**src/rtl/cfgser_pkg.sv**
```systemverilog
package cfgser_pkg;

    localparam int NUM_CH      = 3;
    localparam int REGS_PER_CH = 3;
    localparam int NUM_REGS    = NUM_CH * REGS_PER_CH + 5;
    localparam int IDX_W       = 4;
    localparam int OFS_W       = 9;
    localparam int CRS_W       = 7;
    localparam int FIN_W       = 5;
    localparam int DIV_W       = 12;

    localparam int IDX_CTRL  = NUM_CH * REGS_PER_CH;
    localparam int IDX_VCO   = IDX_CTRL + 1;
    localparam int IDX_DIV   = IDX_CTRL + 2;
    localparam int IDX_PHA   = IDX_CTRL + 3;
    localparam int IDX_PHB   = IDX_CTRL + 4;

    localparam logic [IDX_W-1:0] BURST_IDX = '1;

    typedef enum logic [1:0] {PH_IDLE, PH_RX, PH_ACK} phase_t;
    typedef enum logic [1:0] {STG_DEV, STG_SUB, STG_DATA} stage_t;

    typedef struct packed {
        logic             en;
        logic [IDX_W-1:0] idx;
        logic [7:0]       data;
    } wr_req_t;

    typedef struct packed {
        logic scl_rise;
        logic scl_fall;
        logic start;
        logic stop;
        logic sda;
    } bus_evt_t;

    function automatic logic [7:0] reg_default(input int idx);
        logic [7:0] v;
        if (idx < IDX_CTRL) begin
            case (idx % REGS_PER_CH)
                0:       v = 8'h7F;
                1:       v = 8'h20;
                default: v = 8'h00;
            endcase
        end else if (idx == IDX_CTRL) begin
            v = 8'h04;
        end else if (idx == IDX_VCO) begin
            v = 8'h61;
        end else if (idx == IDX_DIV) begin
            v = 8'h90;
        end else begin
            v = 8'h00;
        end
        return v;
    endfunction

endpackage

```
**src/rtl/cfgser_edge_sync.sv**
```systemverilog
module cfgser_edge_sync
    import cfgser_pkg::*;
#(
    parameter int SYNC_STAGES = 2
) (
    input  logic     clk,
    input  logic     rst,
    input  logic     scl_in,
    input  logic     sda_in,
    output bus_evt_t evt
);
    logic [SYNC_STAGES-1:0] scl_sr, sda_sr;
    logic scl_prev, sda_prev;
    logic scl_s, sda_s;

    assign scl_s = scl_sr[SYNC_STAGES-1];
    assign sda_s = sda_sr[SYNC_STAGES-1];

    always_ff @(posedge clk) begin
        if (rst) begin
            scl_sr   <= '1;
            sda_sr   <= '1;
            scl_prev <= 1'b1;
            sda_prev <= 1'b1;
        end else begin
            scl_sr   <= {scl_sr[SYNC_STAGES-2:0], scl_in};
            sda_sr   <= {sda_sr[SYNC_STAGES-2:0], sda_in};
            scl_prev <= scl_s;
            sda_prev <= sda_s;
        end
    end

    always_comb begin
        evt.scl_rise = scl_s & ~scl_prev;
        evt.scl_fall = ~scl_s & scl_prev;
        evt.start    = scl_s & scl_prev & sda_prev & ~sda_s;
        evt.stop     = scl_s & scl_prev & ~sda_prev & sda_s;
        evt.sda      = sda_s;
    end
endmodule

```
**src/rtl/cfgser_byte_engine.sv**
```systemverilog
module cfgser_byte_engine
    import cfgser_pkg::*;
#(
    parameter logic [6:0] DEV_BASE = 7'h4C
) (
    input  logic       clk,
    input  logic       rst,
    input  logic       bus_off,
    input  logic [1:0] addr_sel,
    input  bus_evt_t   evt,
    output logic       sda_pull,
    output wr_req_t    wr
);
    localparam logic [4:0] PTR_END = 5'(NUM_REGS);

    phase_t     phase;
    stage_t     stage;
    logic [7:0] shreg;
    logic [3:0] bitcnt;
    logic       byte_full;
    logic [4:0] ptr;
    logic       burst;
    logic       single_done;
    logic [6:0] my_addr;

    assign my_addr = {DEV_BASE[6:2], addr_sel};

    always_ff @(posedge clk) begin
        if (rst || bus_off) begin
            phase       <= PH_IDLE;
            stage       <= STG_DEV;
            shreg       <= '0;
            bitcnt      <= '0;
            byte_full   <= 1'b0;
            ptr         <= '0;
            burst       <= 1'b0;
            single_done <= 1'b0;
            sda_pull    <= 1'b0;
            wr          <= '0;
        end else begin
            wr.en <= 1'b0;
            if (evt.start) begin
                phase     <= PH_RX;
                stage     <= STG_DEV;
                bitcnt    <= '0;
                byte_full <= 1'b0;
                sda_pull  <= 1'b0;
            end else if (evt.stop) begin
                phase    <= PH_IDLE;
                sda_pull <= 1'b0;
            end else begin
                case (phase)
                    PH_RX: begin
                        if (evt.scl_rise && !byte_full) begin
                            shreg  <= {shreg[6:0], evt.sda};
                            bitcnt <= bitcnt + 4'd1;
                            if (bitcnt == 4'd7) byte_full <= 1'b1;
                        end else if (evt.scl_fall && byte_full) begin
                            byte_full <= 1'b0;
                            bitcnt    <= '0;
                            case (stage)
                                STG_DEV: begin
                                    if (shreg[7:1] == my_addr && !shreg[0]) begin
                                        sda_pull <= 1'b1;
                                        phase    <= PH_ACK;
                                        stage    <= STG_SUB;
                                    end else begin
                                        phase <= PH_IDLE;
                                    end
                                end
                                STG_SUB: begin
                                    sda_pull    <= 1'b1;
                                    phase       <= PH_ACK;
                                    stage       <= STG_DATA;
                                    single_done <= 1'b0;
                                    if (shreg[4] && shreg[3:0] == BURST_IDX) begin
                                        burst <= 1'b1;
                                        ptr   <= '0;
                                    end else begin
                                        burst <= 1'b0;
                                        ptr   <= {1'b0, shreg[3:0]};
                                    end
                                end
                                default: begin
                                    sda_pull <= 1'b1;
                                    phase    <= PH_ACK;
                                    if (ptr < PTR_END && !single_done) begin
                                        wr.en   <= 1'b1;
                                        wr.idx  <= ptr[3:0];
                                        wr.data <= shreg;
                                    end
                                    if (burst) begin
                                        if (ptr < PTR_END) ptr <= ptr + 5'd1;
                                    end else begin
                                        single_done <= 1'b1;
                                    end
                                end
                            endcase
                        end
                    end
                    PH_ACK: begin
                        if (evt.scl_fall) begin
                            sda_pull <= 1'b0;
                            phase    <= PH_RX;
                        end
                    end
                    default: begin
                        sda_pull <= 1'b0;
                    end
                endcase
            end
        end
    end
endmodule

```
**src/rtl/cfgser_reg_store.sv**
```systemverilog
module cfgser_reg_store
    import cfgser_pkg::*;
(
    input  logic                  clk,
    input  logic                  rst,
    input  wr_req_t               wr,
    output logic [NUM_REGS*8-1:0] regs_flat
);
    for (genvar i = 0; i < NUM_REGS; i++) begin : g_reg
        always_ff @(posedge clk) begin
            if (rst) begin
                regs_flat[i*8 +: 8] <= reg_default(i);
            end else if (wr.en && wr.idx == IDX_W'(i)) begin
                regs_flat[i*8 +: 8] <= wr.data;
            end
        end
    end
endmodule

```
**src/rtl/cfgser_field_map.sv**
```systemverilog
module cfgser_field_map
    import cfgser_pkg::*;
(
    input  logic [NUM_REGS*8-1:0]     regs_flat,
    output logic [NUM_CH*OFS_W-1:0]   offset_code,
    output logic [NUM_CH*CRS_W-1:0]   coarse_gain,
    output logic [NUM_CH*FIN_W-1:0]   fine_gain,
    output logic [7:0]                ctrl_bits,
    output logic [2:0]                filter_res,
    output logic [1:0]                vco_range,
    output logic [DIV_W-1:0]          div_ratio,
    output logic [4:0]                phase_a,
    output logic                      clk_a_select,
    output logic [4:0]                phase_b,
    output logic                      clk_b_select,
    output logic                      clk_ab_swap
);
    logic [7:0] r [NUM_REGS];

    for (genvar i = 0; i < NUM_REGS; i++) begin : g_unpack
        assign r[i] = regs_flat[i*8 +: 8];
    end

    for (genvar c = 0; c < NUM_CH; c++) begin : g_ch
        localparam int B = c * REGS_PER_CH;
        assign offset_code[c*OFS_W +: OFS_W] = {r[B+1][7], r[B]};
        assign coarse_gain[c*CRS_W +: CRS_W] = r[B+1][CRS_W-1:0];
        assign fine_gain[c*FIN_W +: FIN_W]   = r[B+2][FIN_W-1:0];
    end

    assign ctrl_bits    = r[IDX_CTRL];
    assign filter_res   = r[IDX_VCO][7:5];
    assign vco_range    = r[IDX_VCO][4:3];
    assign div_ratio    = {r[IDX_VCO][2:0], r[IDX_DIV], r[IDX_PHA][6]};
    assign phase_a      = r[IDX_PHA][4:0];
    assign clk_a_select = r[IDX_PHA][5];
    assign phase_b      = r[IDX_PHB][4:0];
    assign clk_b_select = r[IDX_PHB][5];
    assign clk_ab_swap  = r[IDX_PHB][6];

    logic unused_bits;
    assign unused_bits = ^{r[2][7:5], r[5][7:5], r[8][7:5], r[IDX_PHA][7], r[IDX_PHB][7]};
endmodule

```
**src/rtl/cfgser_regfile.sv**
```systemverilog
module cfgser_regfile
    import cfgser_pkg::*;
#(
    parameter logic [6:0] DEV_BASE    = 7'h4C,
    parameter int         SYNC_STAGES = 2
) (
    input  logic                        clk,
    input  logic                        rst,
    input  logic [1:0]                  addr_sel,
    input  logic                        bus_off,
    input  logic                        scl_in,
    input  logic                        sda_in,
    output logic                        sda_pull,
    output logic [NUM_CH*OFS_W-1:0]     offset_code,
    output logic [NUM_CH*CRS_W-1:0]     coarse_gain,
    output logic [NUM_CH*FIN_W-1:0]     fine_gain,
    output logic                        coast_invert,
    output logic                        hsync_invert,
    output logic                        ref_fall_edge,
    output logic                        pump_force_up,
    output logic                        pump_force_dn,
    output logic [2:0]                  pump_current,
    output logic [2:0]                  filter_res,
    output logic [1:0]                  vco_range,
    output logic [DIV_W-1:0]            div_ratio,
    output logic [4:0]                  phase_a,
    output logic                        clk_a_select,
    output logic [4:0]                  phase_b,
    output logic                        clk_b_select,
    output logic                        clk_ab_swap
);
    bus_evt_t              evt;
    wr_req_t               wr;
    logic [NUM_REGS*8-1:0] regs_flat;
    logic [7:0]            ctrl_bits;
    logic                  scl_fall_w;
    logic                  wr_en_w;
    logic [IDX_W-1:0]      wr_idx_w;

    cfgser_edge_sync #(.SYNC_STAGES(SYNC_STAGES)) sync_i (
        .clk(clk), .rst(rst), .scl_in(scl_in), .sda_in(sda_in), .evt(evt)
    );

    cfgser_byte_engine #(.DEV_BASE(DEV_BASE)) eng_i (
        .clk(clk), .rst(rst), .bus_off(bus_off), .addr_sel(addr_sel),
        .evt(evt), .sda_pull(sda_pull), .wr(wr)
    );

    cfgser_reg_store store_i (
        .clk(clk), .rst(rst), .wr(wr), .regs_flat(regs_flat)
    );

    cfgser_field_map map_i (
        .regs_flat(regs_flat), .offset_code(offset_code), .coarse_gain(coarse_gain),
        .fine_gain(fine_gain), .ctrl_bits(ctrl_bits), .filter_res(filter_res),
        .vco_range(vco_range), .div_ratio(div_ratio), .phase_a(phase_a),
        .clk_a_select(clk_a_select), .phase_b(phase_b), .clk_b_select(clk_b_select),
        .clk_ab_swap(clk_ab_swap)
    );

    assign {coast_invert, hsync_invert, ref_fall_edge, pump_force_up,
            pump_force_dn, pump_current} = ctrl_bits;

    assign scl_fall_w = evt.scl_fall;
    assign wr_en_w    = wr.en;
    assign wr_idx_w   = wr.idx;
endmodule

```
**config.mk**
```make
export PLATFORM = sky130hd
export DESIGN_NAME = cfgser_regfile
export DESIGN_NICKNAME = d
export VERILOG_FILES = /design/src/rtl/cfgser_pkg.sv /design/src/rtl/cfgser_edge_sync.sv /design/src/rtl/cfgser_byte_engine.sv /design/src/rtl/cfgser_reg_store.sv /design/src/rtl/cfgser_field_map.sv /design/src/rtl/cfgser_regfile.sv
export SDC_FILE = /design/constraint.sdc
export NUM_CORES = 1
export LEC_CHECK = 0
export CAP_MARGIN = 40
export CORE_MARGIN = 2
export CORE_UTILIZATION = 42
export DETAILED_ROUTE_END_ITERATION = 8
export GPL_ROUTABILITY_DRIVEN = 1
export PLACE_DENSITY = 0.77
export SYNTH_ARGS = -nofsm -noshare
export SYNTH_HDL_FRONTEND = slang
export SYNTH_SLANG_ARGS = --single-unit
export TNS_END_PERCENT = 5
```
**constraint.sdc**
```tcl
create_clock -name clk -period 1.96 [get_ports clk]
set_input_delay 0.49 -clock clk [delete_from_list [all_inputs] [get_ports clk]]
set_output_delay 0.49 -clock clk [all_outputs]
set_load 0.02 [all_outputs]
```
# Yosys cells after proc, flatten, opt, wreduce, memory -nomap -nowiden

Cells that the tools add are included.

Bits in registers: 145
Bits in latches: 0
RAM bits: 0
Memory bits (read-only): 0
Bits of input ports: 7
Output and inout port bits: 102
Memories kept: 0

$add $sub $neg: 2
$mul: 0
Divide/modulo/power cells: 0
Magnitude comparators: 1
Equality and inequality tests: 29
Shifts and indexed selects: 0
Mux-type cells: 29
Bitwise logic cells: 18
Reduce and logical (&&, ||, !) cells: 46

Operators by type and width:

| kind                                                       | number |
|---|---|
| equality test 4 bit, second input constant                 | 7 |
| equality test 4 x 3 -> 1 bit, second input constant        | 5 |
| AND reduction 4 bit                                        | 5 |
| logical AND 1 bit                                          | 19 |
| AND reduction 7 bit                                        | 2 |
| 2-to-1 mux 13 bit                                          | 1 |
| 2-to-1 mux 1 bit                                           | 12 |
| 2-to-1 mux 2 bit                                           | 6 |
| 2-to-1 mux 4 bit                                           | 3 |
| AND reduction 6 bit                                        | 2 |
| NOT 1 bit                                                  | 11 |
| 2-to-1 mux 5 bit                                           | 2 |
| case mux 5 bit (2 select lines)                            | 1 |
| nonzero test 2 bit                                         | 5 |
| equality test 4 x 2 -> 1 bit, second input constant        | 2 |
| != test 2 bit, second input constant                       | 4 |
| != test 4 x 2 -> 1 bit, second input constant              | 2 |
| case mux 2 bit (2 select lines)                            | 2 |
| AND reduction 8 bit                                        | 1 |
| OR reduction 8 bit                                         | 1 |
| AND 1 bit                                                  | 7 |
| equality test 7 bit                                        | 1 |
| adder 5 x 1 -> 5 bit, second input constant                | 1 |
| less-than comparator 5 x 4 -> 1 bit, second input constant | 1 |
| other kinds (16)                                           | 22 |

# Longest topological paths before layout

Depth in word-level cells: 9
Gate-level depth with buffers: 9
Depth with buffers taken out: 6

# By module

Synthesis repeated with hierarchy kept, for this count alone.

Cells, all modules: 711
Area, all modules: 7206.9 µm²

By module, submodules not included:

| module             | instances | cells an instance | area each (µm²) | seq. area each (µm²) |
|---|---|---|---|---|
| cfgser_reg_store   | 1         | 398               | 4450.5          | 2242.2 |
| cfgser_byte_engine | 1         | 195               | 1800.5          | 760.7 |
| cfgser_field_map   | 1         | 101               | 758.2           | 0.0 |
| cfgser_edge_sync   | 1         | 17                | 197.7           | 120.1 |

# Least setup slack after synthesis

No wires, ideal clock.

Path type: flip-flop to flip-flop
Start point: register eng_i.phase[1]
End point: register, netlist name eng_i.wr[7]
Library setup time: 70 ps
Arrival: 1617 ps
Slack: 272 ps
Cell stages (with the launch flop): 10
Buffers on the path: 3
Period minus slack after synthesis: 1688 ps
Path through: dfxtp_1 inv_1 ha_1 buf_2 and4b_1 clkbuf_1 nand3_1 clkbuf_1 nand2_1 a21oi_1

Word-level cells in the longest chain between the ends: 2

Ends and longest elaborated chain:

| element                              | RTL line                 | RTL |
|---|---|---|
| from (decl)                          | cfgser_byte_engine.sv:16 | `phase_t phase;` |
| from (signal assigned)               | cfgser_byte_engine.sv:30 | `phase <= PH_IDLE;` |
| from (signal assigned)               | cfgser_byte_engine.sv:43 | `phase <= PH_RX;` |
| from (signal assigned)               | cfgser_byte_engine.sv:49 | `phase <= PH_IDLE;` |
| equality test 2 x 1 -> 1 bit         | cfgser_byte_engine.sv:52 | `case (phase)` |
| AND reduction 7 bit (no source line) | --                       |  |

No other way between the ends.
A chain may end at the register's enable or synchronous reset.

# Worst setup path after layout

Start point: register eng_i.phase[1]
End point: register eng_i.ptr[0]

Word-level cells in the longest chain between the ends: 2

Ends and longest elaborated chain:

| element                              | RTL line                 | RTL |
|---|---|---|
| equality test 2 x 1 -> 1 bit         | cfgser_byte_engine.sv:52 |  |
| AND reduction 8 bit (no source line) | --                       |  |
| to (signal assigned)                 | cfgser_byte_engine.sv:81 | `ptr <= {1'b0, shreg[3:0]};` |
| to (signal assigned)                 | cfgser_byte_engine.sv:93 | `if (ptr < PTR_END) ptr <= ptr + 5'd1;` |
| to (decl)                            | cfgser_byte_engine.sv:21 | `logic [4:0] ptr;` |

No other way between the ends.

==> flow_summary.yaml <==
final_layout:
  multi_input_area_um2: 2540
  nets: 721
  nFillCells: 1138
  mostFrequentLayoutCells: "dfxtp_1 (145), clkdlybuf4s50_1 (107), nor2_1 (91)"
  drive_gt1_share_pct: 8.60
  post-route-util_pct: 56.8
  final_common_cell: "dfxtp_1"
  seq_area_um2: 2900
  areaGrowthSynthToFinish_pct: 32.9
  antenna_cells: 0
sta:
  fin_crit_sh_pct: 96.7
  worst_clock_skew_ns: 0.0147
  hold_viol_final: 0
  fmax_ghz: 0.527
  rsz0062_at_grt: "yes"
  whs_ns: 0.408
  relSlewSlack_pct: 49.7
  worst_pin_slew_ns: 0.753
  fin_crit_ns: 1.90
  tns_ns: 0
  report.final.slew_viol_count: 0
  setup_viol_count_final: 0
place:
  port_buffers: 108
  place_hpwl_um: 9740
  gp_congestion: 0.803
floorplanning:
  initial_core_util_pct: 42.7
  io_pins: 109
  die_w_um: 120
  die_area_um2: 14300
  core-area_um2: 13100
  die-height_um: 120
  rows: 42
cts:
  path_clk_slew_ns: 0.06
  ctsHoldBuffers: 0
  clockBufferDepth: 2
  cts-htree-levels: 4
  cts-root-buf: "clkbuf_16"
  worstSkewPairLatency_ns: 0.41
  cts.sinks: 145
  tritoncts: "done"
  cts_buffers: 17
critical_path:
  end_kind: "flip-flop"
  arrival_ns: 2.22
  worst_ep_required_time_ns: 2.28
  crit_start: "eng_i.phase[1]"
  rr_startpoint: "eng_i.phase[1]"
  cp_max_fo: 9
  path_class: "flip-flop to flip-flop"
  start_kind: "flip-flop"
routing:
  final_antenna_net_count: 0
  wire_per_inst_um: 15.8
  first_iter_violations: 313
  drt_wl_total_um: 14200
  vias_per_cell: 5.11
  drc: 0
  first_pass_iters: 5
  vias: 4583
power_and_ir_drop:
  leakage_nw: 2.77
  powerDensity_nw_per_um2: 828
  ir_drop_uv: 528
yosys:
  synth_enable_flop_cells: 0
  syn_nets: 617
  yosysTopAreaCell: "dfxtp_1"
  yosysSeqAreaShare_pct: 51.7
  synthTopCellsByArea: "dfxtp_1 (52%), mux2i_1 (12%), nor2_1 (6.1%), nand2_1 (5.2%), a211o_1 (3.0%)"
  synthFlopType: "dfxtp_1"
  synth-async-reset-ratio_pct: 0
  postSynthAreaPerCell_um2: 9.26
  ys_ff_latch: 145
  yosysWarnings: 0
  synth_top_cell_area_share_pct: 51.7
  synthesis.area_um2: 5610
  synthCells: 606
  synthDistinctLibCells: 41
hold_path:
  min-delay-start: "sync_i.sda_sr[0]"
  hold_path.class: "flip-flop to flip-flop"
global_routing:
  grt_pass1_wl_um: 22900
  grt.total_usage_pct: 20.4
  antenna_found_initial: 0
  grt_pass1_vias: 4466
  grt_max_degree: 53
  globalRouteOverflowTotal: 0
flow_run:
  drv_cap: 0
outcome:
  status: "complete, no violations"
[kinds of logic (layout without fill, tap and decap cells)]
family          after synthesis  count (layout)  synth area share (%)
simple gates                257             257                  21.7
flops                       145             145                  51.7
compound gates               80              80                  9.23
mux                          70              70                  12.5
buf+inv                      45             160                  3.19
xor+xnor                      5               5                 0.780
fa+ha+maj                     4               4                 0.892
[Yosys cell counts (all sizes together), types with 8 or more instances]
cell type / count
nor2: 95
clkbuf: 31
a211o: 19
nor2b: 17
or2: 8
nand2b: 10
dfxtp: 145
nand3b: 16
buf: 10
a21oi: 32
o21ai: 14
mux2i: 70
nand2: 78
[path summary, 6_finish.rpt]
path	slack, ns	end	cells past startpoint
max	0.06	eng_i.ptr[0]	6
min reg2reg	0.41	sync_i.sda_sr[1]	1
max reg2reg	0.06	eng_i.ptr[0]	6
min	0.41	sync_i.sda_sr[1]	1
[where the power goes]
part           internal, mW  leakage, nW  total (mW)  switching (mW)
Clock                  1.99        0.279        3.13            1.14
Sequential             2.95         1.17        2.96         0.00489
Combinational        0.0319         1.32      0.0890          0.0570
Total                  4.98         2.77        6.18            1.20
[worst max-delay path, stage by stage, from the launching register on]
cell and delay, ns:
dfxtp_1 0.33, inv_1 0.06, ha_1 0.32, nand4b_1 0.29, nor2_1 0.42, nand3_1 0.19, a31oi_1 0.20
[state kept, by name, summed over array words and instances (netlist names), 2 cells and up]
register,count
store_i.regs_flat,101
eng_i.wr,13
eng_i.shreg,8
eng_i.ptr,5
eng_i.bitcnt,4
eng_i.phase,2
eng_i.stage,2
sync_i.scl_sr,2
sync_i.sda_sr,2
[what timing repair did]
action                     4_1_cts  5_1_grt
setup buffers                    0        0
gates resized for setup          0        2
setup endpoints to repair        0       13
[metal layers]
metal	share of wire, %	wire length (um)	GRT usage (%)	vias to the layer above
li1	-	-	-	2259
met1	45	6450	26.1	2206
met2	49	6970	33.4	106
met3	4.2	595	4.71	12
met4	1.1	161	8.24	0
met5	0	0	0	-
[layout make-up]
class,count,area share [%]
clock buffers,25,6.64
clock inverters,5,1.04
flip-flops and latches,145,38.9
well taps,176,2.95
inverters,4,0.201
repair buffers,126,16.3
multi-input cells,416,34.0
[through the flow]
step           setup slack, ns  power (mW)  area (um2)  cells
5_1_grt               -0.00465        6.37        7460    897
4_1_cts                 0.0476        6.23        7460    897
6_report                0.0638        6.18        7460    897
3_5_place_dp             0.116        3.11        6880    867
2_1_floorplan            0.272        3.08        5610    606
3_3_place_gp             0.185        3.11        6880    867
Power figures use the tool's default switching activity.
